$ cat src/rtl/sfe_pkg.sv
package sfe_pkg;
  typedef enum logic [2:0] {
    K_NONE, K_READ, K_STAT, K_ID, K_PROT, K_PASS
  } kind_e;

  typedef struct packed {
    kind_e      kind;
    logic [1:0] n_addr;
    logic       n_dummy;
  } dec_t;

  function automatic dec_t decode(input logic [7:0] op);
    dec_t d;
    d = '{kind: K_NONE, n_addr: 2'd0, n_dummy: 1'b0};
    case (op)
      8'h03:                             d = '{K_READ, 2'd3, 1'b0};
      8'h0B:                             d = '{K_READ, 2'd3, 1'b1};
      8'h05:                             d = '{K_STAT, 2'd0, 1'b0};
      8'h9F:                             d = '{K_ID,   2'd0, 1'b0};
      8'h3C:                             d = '{K_PROT, 2'd3, 1'b0};
      8'h02, 8'h20, 8'h52, 8'hD8,
      8'h36, 8'h39:                      d = '{K_PASS, 2'd3, 1'b0};
      8'h06, 8'h04, 8'h60, 8'hC7, 8'h01: d = '{K_PASS, 2'd0, 1'b0};
      default: ;
    endcase
    return d;
  endfunction
endpackage

$ cat src/rtl/sfe_sync.sv
module sfe_sync #(
  parameter int          W       = 4,
  parameter int          STAGES  = 2,
  parameter logic [W-1:0] RST_VAL = '0
) (
  input  logic         clk_i,
  input  logic         rst_ni,
  input  logic [W-1:0] d_i,
  output logic [W-1:0] q_o
);
  logic [W-1:0] stg [STAGES];

  for (genvar i = 0; i < STAGES; i++) begin : g_stg
    always_ff @(posedge clk_i or negedge rst_ni) begin
      if (!rst_ni)     stg[i] <= RST_VAL;
      else if (i == 0) stg[i] <= d_i;
      else             stg[i] <= stg[(i > 0) ? i-1 : 0];
    end
  end

  assign q_o = stg[STAGES-1];
endmodule

$ cat src/rtl/sfe_addr_ctr.sv
module sfe_addr_ctr #(
  parameter int AW = 20
) (
  input  logic          clk_i,
  input  logic          rst_ni,
  input  logic          shift_i,
  input  logic [7:0]    byte_i,
  input  logic          inc_i,
  output logic [AW-1:0] addr_o
);
  logic [AW+7:0] cat;
  assign cat = {addr_o, byte_i};

  // upper address bits fall off the top while shifting
  always_ff @(posedge clk_i or negedge rst_ni) begin
    if (!rst_ni)      addr_o <= '0;
    else if (shift_i) addr_o <= cat[AW-1:0];
    else if (inc_i)   addr_o <= addr_o + 1'b1;
  end
endmodule

$ cat src/rtl/sfe_cmd_front.sv
module sfe_cmd_front
  import sfe_pkg::*;
#(
  parameter int AW          = 20,
  parameter int SECTORS     = 16,
  parameter int ID_BYTES    = 4,
  parameter int SYNC_STAGES = 2
) (
  input  logic                  clk_i,
  input  logic                  rst_ni,
  input  logic                  cs_ni,
  input  logic                  sck_i,
  input  logic                  si_i,
  input  logic                  hold_ni,
  output logic                  so_o,
  output logic                  so_oe_o,
  output logic [AW-1:0]         mem_addr_o,
  input  logic [7:0]            mem_data_i,
  input  logic [7:0]            status_i,
  input  logic [ID_BYTES*8-1:0] id_i,
  input  logic [SECTORS-1:0]    prot_i,
  output logic [7:0]            opcode_o,
  output logic [AW-1:0]         cmd_addr_o,
  output logic                  wr_vld_o,
  output logic [7:0]            wr_byte_o,
  output logic                  cmd_done_o
);
  localparam int SW  = $clog2(SECTORS);
  localparam int IDW = (ID_BYTES > 1) ? $clog2(ID_BYTES) : 1;

  logic [3:0] raw, syn;
  logic       cs_s, sck_s, si_s, hold_s;
  logic       sck_d, cs_d, hold_act;

  assign raw = {cs_ni, sck_i, si_i, hold_ni};

  sfe_sync #(.W(4), .STAGES(SYNC_STAGES), .RST_VAL(4'b1001)) u_sync (
    .clk_i(clk_i), .rst_ni(rst_ni), .d_i(raw), .q_o(syn)
  );
  assign {cs_s, sck_s, si_s, hold_s} = syn;

  always_ff @(posedge clk_i or negedge rst_ni) begin
    if (!rst_ni) begin
      sck_d    <= 1'b0;
      cs_d     <= 1'b1;
      hold_act <= 1'b0;
    end else begin
      sck_d <= sck_s;
      cs_d  <= cs_s;
      if (!hold_s && !sck_s) hold_act <= 1'b1;   // hold starts only with SCK low
      else if (hold_s)       hold_act <= 1'b0;
    end
  end

  logic sck_rise, sck_fall, cs_rise;
  assign sck_rise = !cs_s && !hold_act && sck_s && !sck_d;
  assign sck_fall = !cs_s && !hold_act && !sck_s && sck_d;
  assign cs_rise  = cs_s && !cs_d;

  // input parse
  logic [2:0] bit_cnt, bidx, hdr_len;
  logic [6:0] sreg;
  logic [7:0] new_byte;
  dec_t       dec_q, dec_n;
  logic       byte_done, in_data, addr_shift, ld_rd, out_kind, load_out;

  assign new_byte   = {sreg, si_s};
  assign dec_n      = decode(new_byte);
  assign byte_done  = sck_rise && (bit_cnt == 3'd7);
  assign in_data    = (dec_q.kind != K_NONE) && (bidx >= hdr_len);
  assign addr_shift = byte_done && (dec_q.kind != K_NONE) && (bidx != 3'd0) &&
                      (bidx <= {1'b0, dec_q.n_addr});

  always_ff @(posedge clk_i or negedge rst_ni) begin
    if (!rst_ni) begin
      bit_cnt    <= '0;
      bidx       <= '0;
      hdr_len    <= 3'd1;
      sreg       <= '0;
      dec_q      <= '{K_NONE, 2'd0, 1'b0};
      opcode_o   <= '0;
      wr_vld_o   <= 1'b0;
      wr_byte_o  <= '0;
      cmd_done_o <= 1'b0;
    end else begin
      wr_vld_o   <= 1'b0;
      cmd_done_o <= cs_rise && (dec_q.kind == K_PASS) && (bidx >= hdr_len) &&
                    (bit_cnt == 3'd0);
      if (cs_s) begin
        bit_cnt <= '0;
        bidx    <= '0;
        dec_q   <= '{K_NONE, 2'd0, 1'b0};
      end else if (sck_rise) begin
        bit_cnt <= bit_cnt + 1'b1;
        sreg    <= new_byte[6:0];
        if (byte_done) begin
          if (bidx != 3'd7) bidx <= bidx + 1'b1;
          if (bidx == 3'd0) begin
            dec_q    <= dec_n;
            opcode_o <= new_byte;
            hdr_len  <= 3'd1 + {1'b0, dec_n.n_addr} + {2'b0, dec_n.n_dummy};
          end
          if (in_data && dec_q.kind == K_PASS) begin
            wr_vld_o  <= 1'b1;
            wr_byte_o <= new_byte;
          end
        end
      end
    end
  end

  // output path
  logic [7:0]     nxt;
  logic [6:0]     osr;
  logic           so_q, drv_q;
  logic [IDW-1:0] id_idx;
  logic [SW-1:0]  sect;

  assign sect     = mem_addr_o[AW-1 -: SW];
  assign out_kind = in_data && (dec_q.kind != K_PASS);
  assign load_out = sck_fall && out_kind && (bit_cnt == 3'd0);
  assign ld_rd    = load_out && (dec_q.kind == K_READ);

  always_comb begin
    case (dec_q.kind)
      K_READ:  nxt = mem_data_i;
      K_STAT:  nxt = status_i;
      K_ID:    nxt = id_i[(ID_BYTES-1-int'(id_idx))*8 +: 8];
      K_PROT:  nxt = prot_i[sect] ? 8'hFF : 8'h00;
      default: nxt = 8'h00;
    endcase
  end

  always_ff @(posedge clk_i or negedge rst_ni) begin
    if (!rst_ni) begin
      so_q   <= 1'b0;
      osr    <= '0;
      drv_q  <= 1'b0;
      id_idx <= '0;
    end else if (cs_s) begin
      drv_q  <= 1'b0;
      id_idx <= '0;
    end else if (sck_fall && out_kind) begin
      if (bit_cnt == 3'd0) begin
        so_q  <= nxt[7];
        osr   <= nxt[6:0];
        drv_q <= 1'b1;
        if (dec_q.kind == K_ID)
          id_idx <= (int'(id_idx) == ID_BYTES-1) ? '0 : id_idx + 1'b1;
      end else begin
        so_q <= osr[6];
        osr  <= {osr[5:0], 1'b0};
      end
    end
  end

  sfe_addr_ctr #(.AW(AW)) u_addr (
    .clk_i(clk_i), .rst_ni(rst_ni), .shift_i(addr_shift),
    .byte_i(new_byte), .inc_i(ld_rd), .addr_o(mem_addr_o)
  );

  assign cmd_addr_o = mem_addr_o;
  assign so_o       = so_q;
  assign so_oe_o    = drv_q && !cs_s && !hold_act;
endmodule

$ cat config.mk
export PLATFORM = sky130hd
export DESIGN_NAME = sfe_cmd_front
export DESIGN_NICKNAME = d
export VERILOG_FILES = /design/src/rtl/sfe_pkg.sv /design/src/rtl/sfe_sync.sv /design/src/rtl/sfe_addr_ctr.sv /design/src/rtl/sfe_cmd_front.sv
export SDC_FILE = /design/constraint.sdc
export NUM_CORES = 1
export LEC_CHECK = 0
export BUFFER_PORTS_ARGS = -buffer_cell sky130_fd_sc_hd__buf_2
export CAP_MARGIN = 25
export CORE_MARGIN = 3
export CORE_UTILIZATION = 45
export DETAILED_ROUTE_END_ITERATION = 6
export PLACE_DENSITY = 0.76
export SLEW_MARGIN = 20
export SYNTH_ARGS = -nofsm -noshare
export SYNTH_HDL_FRONTEND = slang
export SYNTH_SLANG_ARGS = --single-unit
$ cat constraint.sdc
create_clock -name clk_i -period 2.1 [get_ports clk_i]
set_input_delay 0.105 -clock clk_i [delete_from_list [all_inputs] [get_ports clk_i]]
set_output_delay 0.105 -clock clk_i [all_outputs]
set_load 0.03 [all_outputs]
==> results of run 1 <==
[through the flow]
step	hold slack [ps]	area (um2)	setup WS, ps	utilization	TNS [ps]
CTS	234.5	5964	24.64	0.5651	0
global route	260.4	6098	-6.230	0.5778	-14.71
global placement	82.62	5714	-43.15	0.5414	-313.8
finish	243.2	6098	68.91	0.5778	0
detailed placement	92.24	5714	-186.0	0.5414	-1531
floorplan	-190.6	4975	8.329	-	0
[metal layers]
| layer | vias to the layer above | GRT usage | part of all wire | routed length, um |
|---|---|---|---|---|
| li1 | 2079 | - | - | - |
| met1 | 2096 | 0.2433 | 0.43 | 5380 |
| met2 | 133 | 0.3467 | 0.50 | 6346 |
| met3 | 20 | 0.03985 | 0.053 | 663 |
| met4 | 0 | 0.07543 | 0.018 | 230 |
| met5 | - | 0 | 0 | 0 |
[cell type report]
| type | count | share of cell area |
|---|---|---|
| multi-input combinational | 338 | 0.4200 |
| sequential | 80 | 0.3297 |
| timing repair buffer | 174 | 0.1713 |
| tap | 136 | 0.02790 |
| clock buffer | 11 | 0.02318 |
| inverter | 37 | 0.02277 |
| clock inverter | 5 | 0.005129 |
[critical path, cell delays in order, from the launching register on]
cell and delay, ps:
dfstp_2 430, nor4b_4 320, nor3b_4 250, and4b_2 290, buf_12 140, mux2_2 330, a21o_1 180
[power by group]
part           switching (mW)  internal, mW  total, mW
clock                   0.565         0.460       1.03
combinational           0.223         0.243      0.467
sequential              0.154          1.60       1.76
total                   0.942          2.31       3.25
[layout by cell type (no fill, tap or decap), drive strengths merged, types with 12 or more instances in the layout]
master	n
clkbuf	12
a21oi	19
nand3	14
nand2	34
buf	168
ha	14
nor2	40
mux2	33
inv	38
dfrtp	74
o21ai	23
mux2i	42
[final timing paths]
kind	from	end	slack, ps
worst min-delay path	status_i[6]	osr[6]	240
min in group asynchronous	rst_ni	dec_q[5]	250
max in group asynchronous	rst_ni	u_sync.stg[7]	1130
worst max register to register	u_sync.q_o[3]	u_addr.addr_o[12]	70
worst max-delay path	u_sync.q_o[3]	u_addr.addr_o[12]	70
worst min register to register	u_sync.stg[5]	u_sync.q_o[1]	350
[cell families after synthesis]
logic type,share of synthesized area
AO/OA/AOI/OAI,0.1376
multiplexers,0.1683
adder cells (fa/ha/maj),0.03522
AND/OR/NAND/NOR,0.1572
flip-flops,0.4040
XOR/XNOR,0.005284
buffers and inverters,0.09232
[sequential cells by signal, indices dropped and copies added, names as in the netlist, 2 cells and up]
name and cells:
bidx 3, hdr_len 3, u_addr.addr_o 20, u_sync.stg 4, sreg 7, wr_byte_o 8
u_sync.q_o 4, id_idx 2, osr 7, bit_cnt 3, opcode_o 8, dec_q 4
[what timing repair did]
action | in CTS | in global routing
gates cloned | 0 | 1
hold buffers | 5 | 0
endpoints found under the setup margin | 14 | 23
pin swaps | 1 | 3
setup buffers | 1 | 9
endpoints found under the hold margin | 34 | 0
gates resized for setup | 5 | 13
==> metrics.csv, run 1 <==
stage,metric,value,unit
timing,Slew HR,0.6529,
finish,diode count,0,
yosys,Post-synth EDFFs,0,
yosys,Yosys reg bits,80,
timing,Final Slew Violations,0,
clock_network,clock sinks,80,
floorplan,Core Rows,37,
timing,Final Hold Vio Count,0,
clock_network,Max Root-Sink Buffers,2,
yosys,post-synth cell types,59,
timing,# setup viols final,0,
clock_network,H-tree depth,3,
finish,Multi-input gate area,2561,um2
yosys,synth top area cells,"dfrtp_1 (37%), mux2i_1 (8.5%), mux2_2 (7.5%), buf_4 (3.6%), ha_1 (3.5%)",
finish,Seq. cell area,2011,um2
floorplan,Initial Util,0.4712,
worst_setup_path,WP data arrival,2280,ps
clock_network,clock-pin slew on the worst setup and hold paths,90,ps
placed_design,HPWL after DPL,9.112,mm
route,DRC,0,
yosys,Yosys top cell by area,dfrtp_1,
grt,vias in the first global route,4316,
yosys,synth warn,0,
route,Pre-antenna DRT Iters,4,
yosys,"top cells by count, synth","dfrtp_1 (74), mux2i_1 (42), nor2_1 (40), inv_1 (37), nand2_1 (34)",
worst_setup_path,Crit Path Class,reg -> reg,
yosys,Synthesized Nets,596,
yosys,register area share after synthesis,0.4040,
timing,Final Skew,10.74,ps
worst_setup_path,crit path launch type,flip-flop,
finish,fillcell total,933,
grt,total congestion overflow,0,
worst_setup_path,"Max FO, Critical Path",11,
grt,initial antenna violation count,0,
floorplan,DIE AREA,12350,um2
power,Lkg Pwr,2.958,nW
yosys,"Top FF cell, synth",dfrtp_1,
clock_network,clock latency on the worst-skew pair,350,ps
run,# Max-Cap Violations,0,
power,PwrDens,532.6,nW/um2
grt,first-pass GRT wire length,20.55,mm
outcome,status,"complete, no violations",
timing,Max Clock Freq,492.3,MHz
finish,nets,724,
timing,Tcrit/Tclk final,0.9672,
clock_network,root buf cell,clkbuf_8,
yosys,post-synth design cell area,4974,um2
yosys,Mapped Cells,512,
route,WL/cell,16.16,um
power,Peak VDD IR,0.4862,mV
floorplan,I/O pin cnt,130,
placed_design,placed insts,749,
finish,share of layout cells above drive strength 1,0.3736,
timing,min cycle time layout,2031,ps
finish,Post-Layout Cell Count,781,
yosys,"count leader, synth",dfrtp_1,
floorplan,Die H,111.1,um
timing,worst-margin pin slew,518.7,ps
yosys,ys async rst share,1.000,
worst_hold_path,worst hold stages,4,
route,detailed-route via count,4328,
yosys,syn avg cell area,9.714,um2
grt,GRT Util Overall,0.1991,
placed_design,routability cong.,0.8752,
worst_setup_path,WP data required,2350,ps
route,Final ANT Viol Nets,0,
clock_network,CTS tree,yes,
clock_network,total CTS buffers,9,
worst_setup_path,reg2reg path depth,6,
floorplan,Core ar.,10560,um2
floorplan,overall die width,111.1,um
route,drt initial violations,224,
worst_setup_path,Crit. End Element,flip-flop,
power,PnR Total Power,3.248,mW
grt,largest net degree at the start of global routing,35,
yosys,Synth top area share,0.3723,
route,vias per cell,5.542,
finish,Layout Area Growth over Synthesis,22.62,%
placed_design,IO buf count,129,
route,total wire length,12.62,mm
worst_hold_path,Hold/Removal Path Class,in -> reg,
Power figures use the tool's default switching activity.
==> inputs of run 2 (changes only) <==
- REMOVE_ABC_BUFFERS: unset -> 1
==> metrics.csv, run 2 (synthesis gave the netlist of run 1 again) <==
stage,metric,value,unit,change
floorplan,Core Rows,37,,unchanged
floorplan,overall die width,111.1,um,unchanged
finish,Largest Register,u_addr.addr_o,,
grt,first-pass GRT wire length,21.23,mm,+3.3%
placed_design,Post-DP Area,5712,um2,about the same
timing,RSZ-0062 raised after global routing,true,,
finish,nets,714,,-1.4%
worst_setup_path,CP max stage delay,530,ps,+100 ps
worst_setup_path,critical path depth,8,,+2
grt,initial antenna violation count,0,,unchanged
timing,Final Skew,8.389,ps,-2.355 ps
placed_design,routability cong.,0.9293,,+6.2%
clock_network,clock latency on the worst-skew pair,350,ps,about the same
timing,# setup viols final,0,,unchanged
floorplan,Die H,111.1,um,unchanged
finish,Multi-input gate area,2589,um2,+1.1%
worst_setup_path,Buf/Inv on CP,2,,+1
worst_setup_path,"Max FO, Critical Path",13,,+2
floorplan,I/O pin cnt,130,,unchanged
timing,Max Clock Freq,493.6,MHz,+0.25%
floorplan,Initial Util,0.4712,,unchanged
worst_hold_path,Hold/Removal Path Class,in -> reg,,
power,Lkg Pwr,2.932,nW,-0.88%
power,Peak VDD IR,0.5090,mV,+4.7%
worst_setup_path,worst path cell trace,ha_1 -> nor2b_1 -> o21ai_2 -> buf_4 -> nand4b_1 -> buf_12 -> mux2_2 -> o21ai_0,,
timing,Slew HR,0.6241,,-0.02881
floorplan,DIE AREA,12350,um2,unchanged
run,# Max-Cap Violations,0,,unchanged
clock_network,CTS tree,yes,,
timing,min cycle time layout,2026,ps,-4.989 ps
finish,Post-Layout Cell Count,771,,-1.3%
grt,largest net degree at the start of global routing,43,,+23%
finish,fillcell total,920,,-1.4%
finish,share of layout cells above drive strength 1,0.3654,,-0.008289
worst_hold_path,worst hold stages,4,,unchanged
power,PwrDens,567.9,nW/um2,+6.6%
timing,post-route setup slack,73.89,ps,+4.988 ps
finish,Largest register FFs,20,,unchanged
grt,vias in the first global route,4274,,-0.97%
route,detailed-route via count,4309,,-0.44%
timing,Final Hold Vio Count,0,,unchanged
placed_design,HPWL after DPL,9.021,mm,-1.0%
finish,cell area after layout,6098,um2,unchanged
worst_setup_path,CP max stage cell,dfstp_2,,
clock_network,Max Root-Sink Buffers,2,,unchanged
worst_setup_path,crit path launch type,flip-flop,,
floorplan,Core ar.,10560,um2,unchanged
timing,worst-margin pin slew,563.8,ps,+45.12 ps
route,vias per cell,5.589,,+0.85%
route,total wire length,12.36,mm,-2.0%
route,drt initial violations,258,,+15%
finish,Top Registers,"u_addr.addr_o (20), opcode_o (8), wr_byte_o (8)",,
clock_network,clock sinks,80,,unchanged
worst_setup_path,WP data arrival,2290,ps,about the same
clock_network,clock-pin slew on the worst setup and hold paths,80,ps,about the same
timing,Tcrit/Tclk final,0.9648,,-0.002375
grt,total congestion overflow,0,,unchanged
finish,Seq. cell area,2012,um2,about the same
timing,Final Slew Violations,0,,unchanged
worst_setup_path,Crit Path Class,reg -> reg,,
placed_design,Worst Setup Slack post-DPL,-98.83,ps,+87.14 ps
clock_network,H-tree depth,3,,unchanged
grt,GRT Util Overall,0.2037,,+0.004577
clock_network,total CTS buffers,9,,unchanged
placed_design,IO buf count,129,,unchanged
finish,"commonest non-fill, non-tap cells in the layout","buf_2 (128), dfrtp_1 (72), mux2i_1 (42), nor2_1 (40), inv_1 (37)",,
outcome,status,"complete, no violations",,
finish,Layout Area Growth over Synthesis,22.62,%,unchanged
clock_network,root buf cell,clkbuf_8,,
placed_design,placed insts,747,,-0.27%
worst_setup_path,Crit. End Element,flip-flop,,
worst_setup_path,reg2reg path depth,8,,+2
finish,Final Util,0.5778,,unchanged
worst_setup_path,"CP delay by family, top",flip-flops,,
route,DRC,0,,unchanged
finish,diode count,0,,unchanged
finish,"most common cell after layout, fill and taps aside",buf_2,,
route,Pre-antenna DRT Iters,4,,unchanged
worst_setup_path,WP data required,2370,ps,+20 ps
route,WL/cell,16.04,um,-0.76%
route,Final ANT Viol Nets,0,,unchanged
[run 2: cell count changes in the layout (fill, tap and decap cells not counted), moves of 2 or more]
cell / change
o21ai_1: +4
buf_4: -11
o21ai_0: -3
buf_8: +2
mux2_2: -2
bufinv_16: +2
mux2_4: +2
[run 2: per-layer routing]
metal | track usage | part of all wire | vias up
li1 | - | - | 2054
met1 | 0.2737 | 0.44 | 2101
met2 | 0.3390 | 0.49 | 141
met3 | 0.03766 | 0.063 | 13
met4 | 0.05515 | 0.012 | 0
met5 | 0 | 0 | -
[run 2: per-stage QoR]
step / power, mW / setup TNS (ps) / hold slack, ps
detailed placement: 2.243 / -1571 / 133.6
floorplan: 1.979 / -8670 / -190.6
global placement: 2.217 / -106.0 / 126.1
finish: 3.463 / 0 / 227.8
global route: 3.646 / -10.76 / 265.2
CTS: 3.486 / 0 / 214.6
[run 2: cell type report]
class / count / share of cell area
well taps: 136 / 0.02790
multi-input cells: 338 / 0.4245
inverters: 37 / 0.02277
clock inverters: 6 / 0.01395
clock buffers: 10 / 0.02093
flip-flops and latches: 80 / 0.3299
repair buffers: 164 / 0.1600
[run 2: worst register-to-register path, delay by kind of cell, from the launching register on]
| family | cells | cell delay, ps |
|---|---|---|
| compound gates | 2 | 250 |
| mux | 1 | 330 |
| flops | 1 | 530 |
| fa+ha+maj | 1 | 220 |
| simple gates | 2 | 290 |
| buf+inv | 2 | 320 |
[run 2: timing repair]
item,CTS,global route
endpoints found under the hold margin,40,0
resized for setup,7,22
setup endpoints to repair,35,42
hold buffers,5,0
gates cloned,0,0
setup buffers,1,2
pin swaps,0,1
[run 2: path summary, 6_finish.rpt]
kind                               start  slack (ps)                to
max                           hdr_len[0]          70  u_addr.addr_o[2]
min                          status_i[1]         230            osr[1]
max reg2reg                   hdr_len[0]          70  u_addr.addr_o[2]
min reg2reg                u_sync.stg[4]         360     u_sync.q_o[0]
max in group asynchronous         rst_ni        1170        hdr_len[0]
min in group asynchronous         rst_ni         270     u_sync.stg[6]
[run 2: power breakdown]
group | switching [mW] | internal, mW
registers | 0.160 | 1.60
logic | 0.229 | 0.249
clock network | 0.556 | 0.665
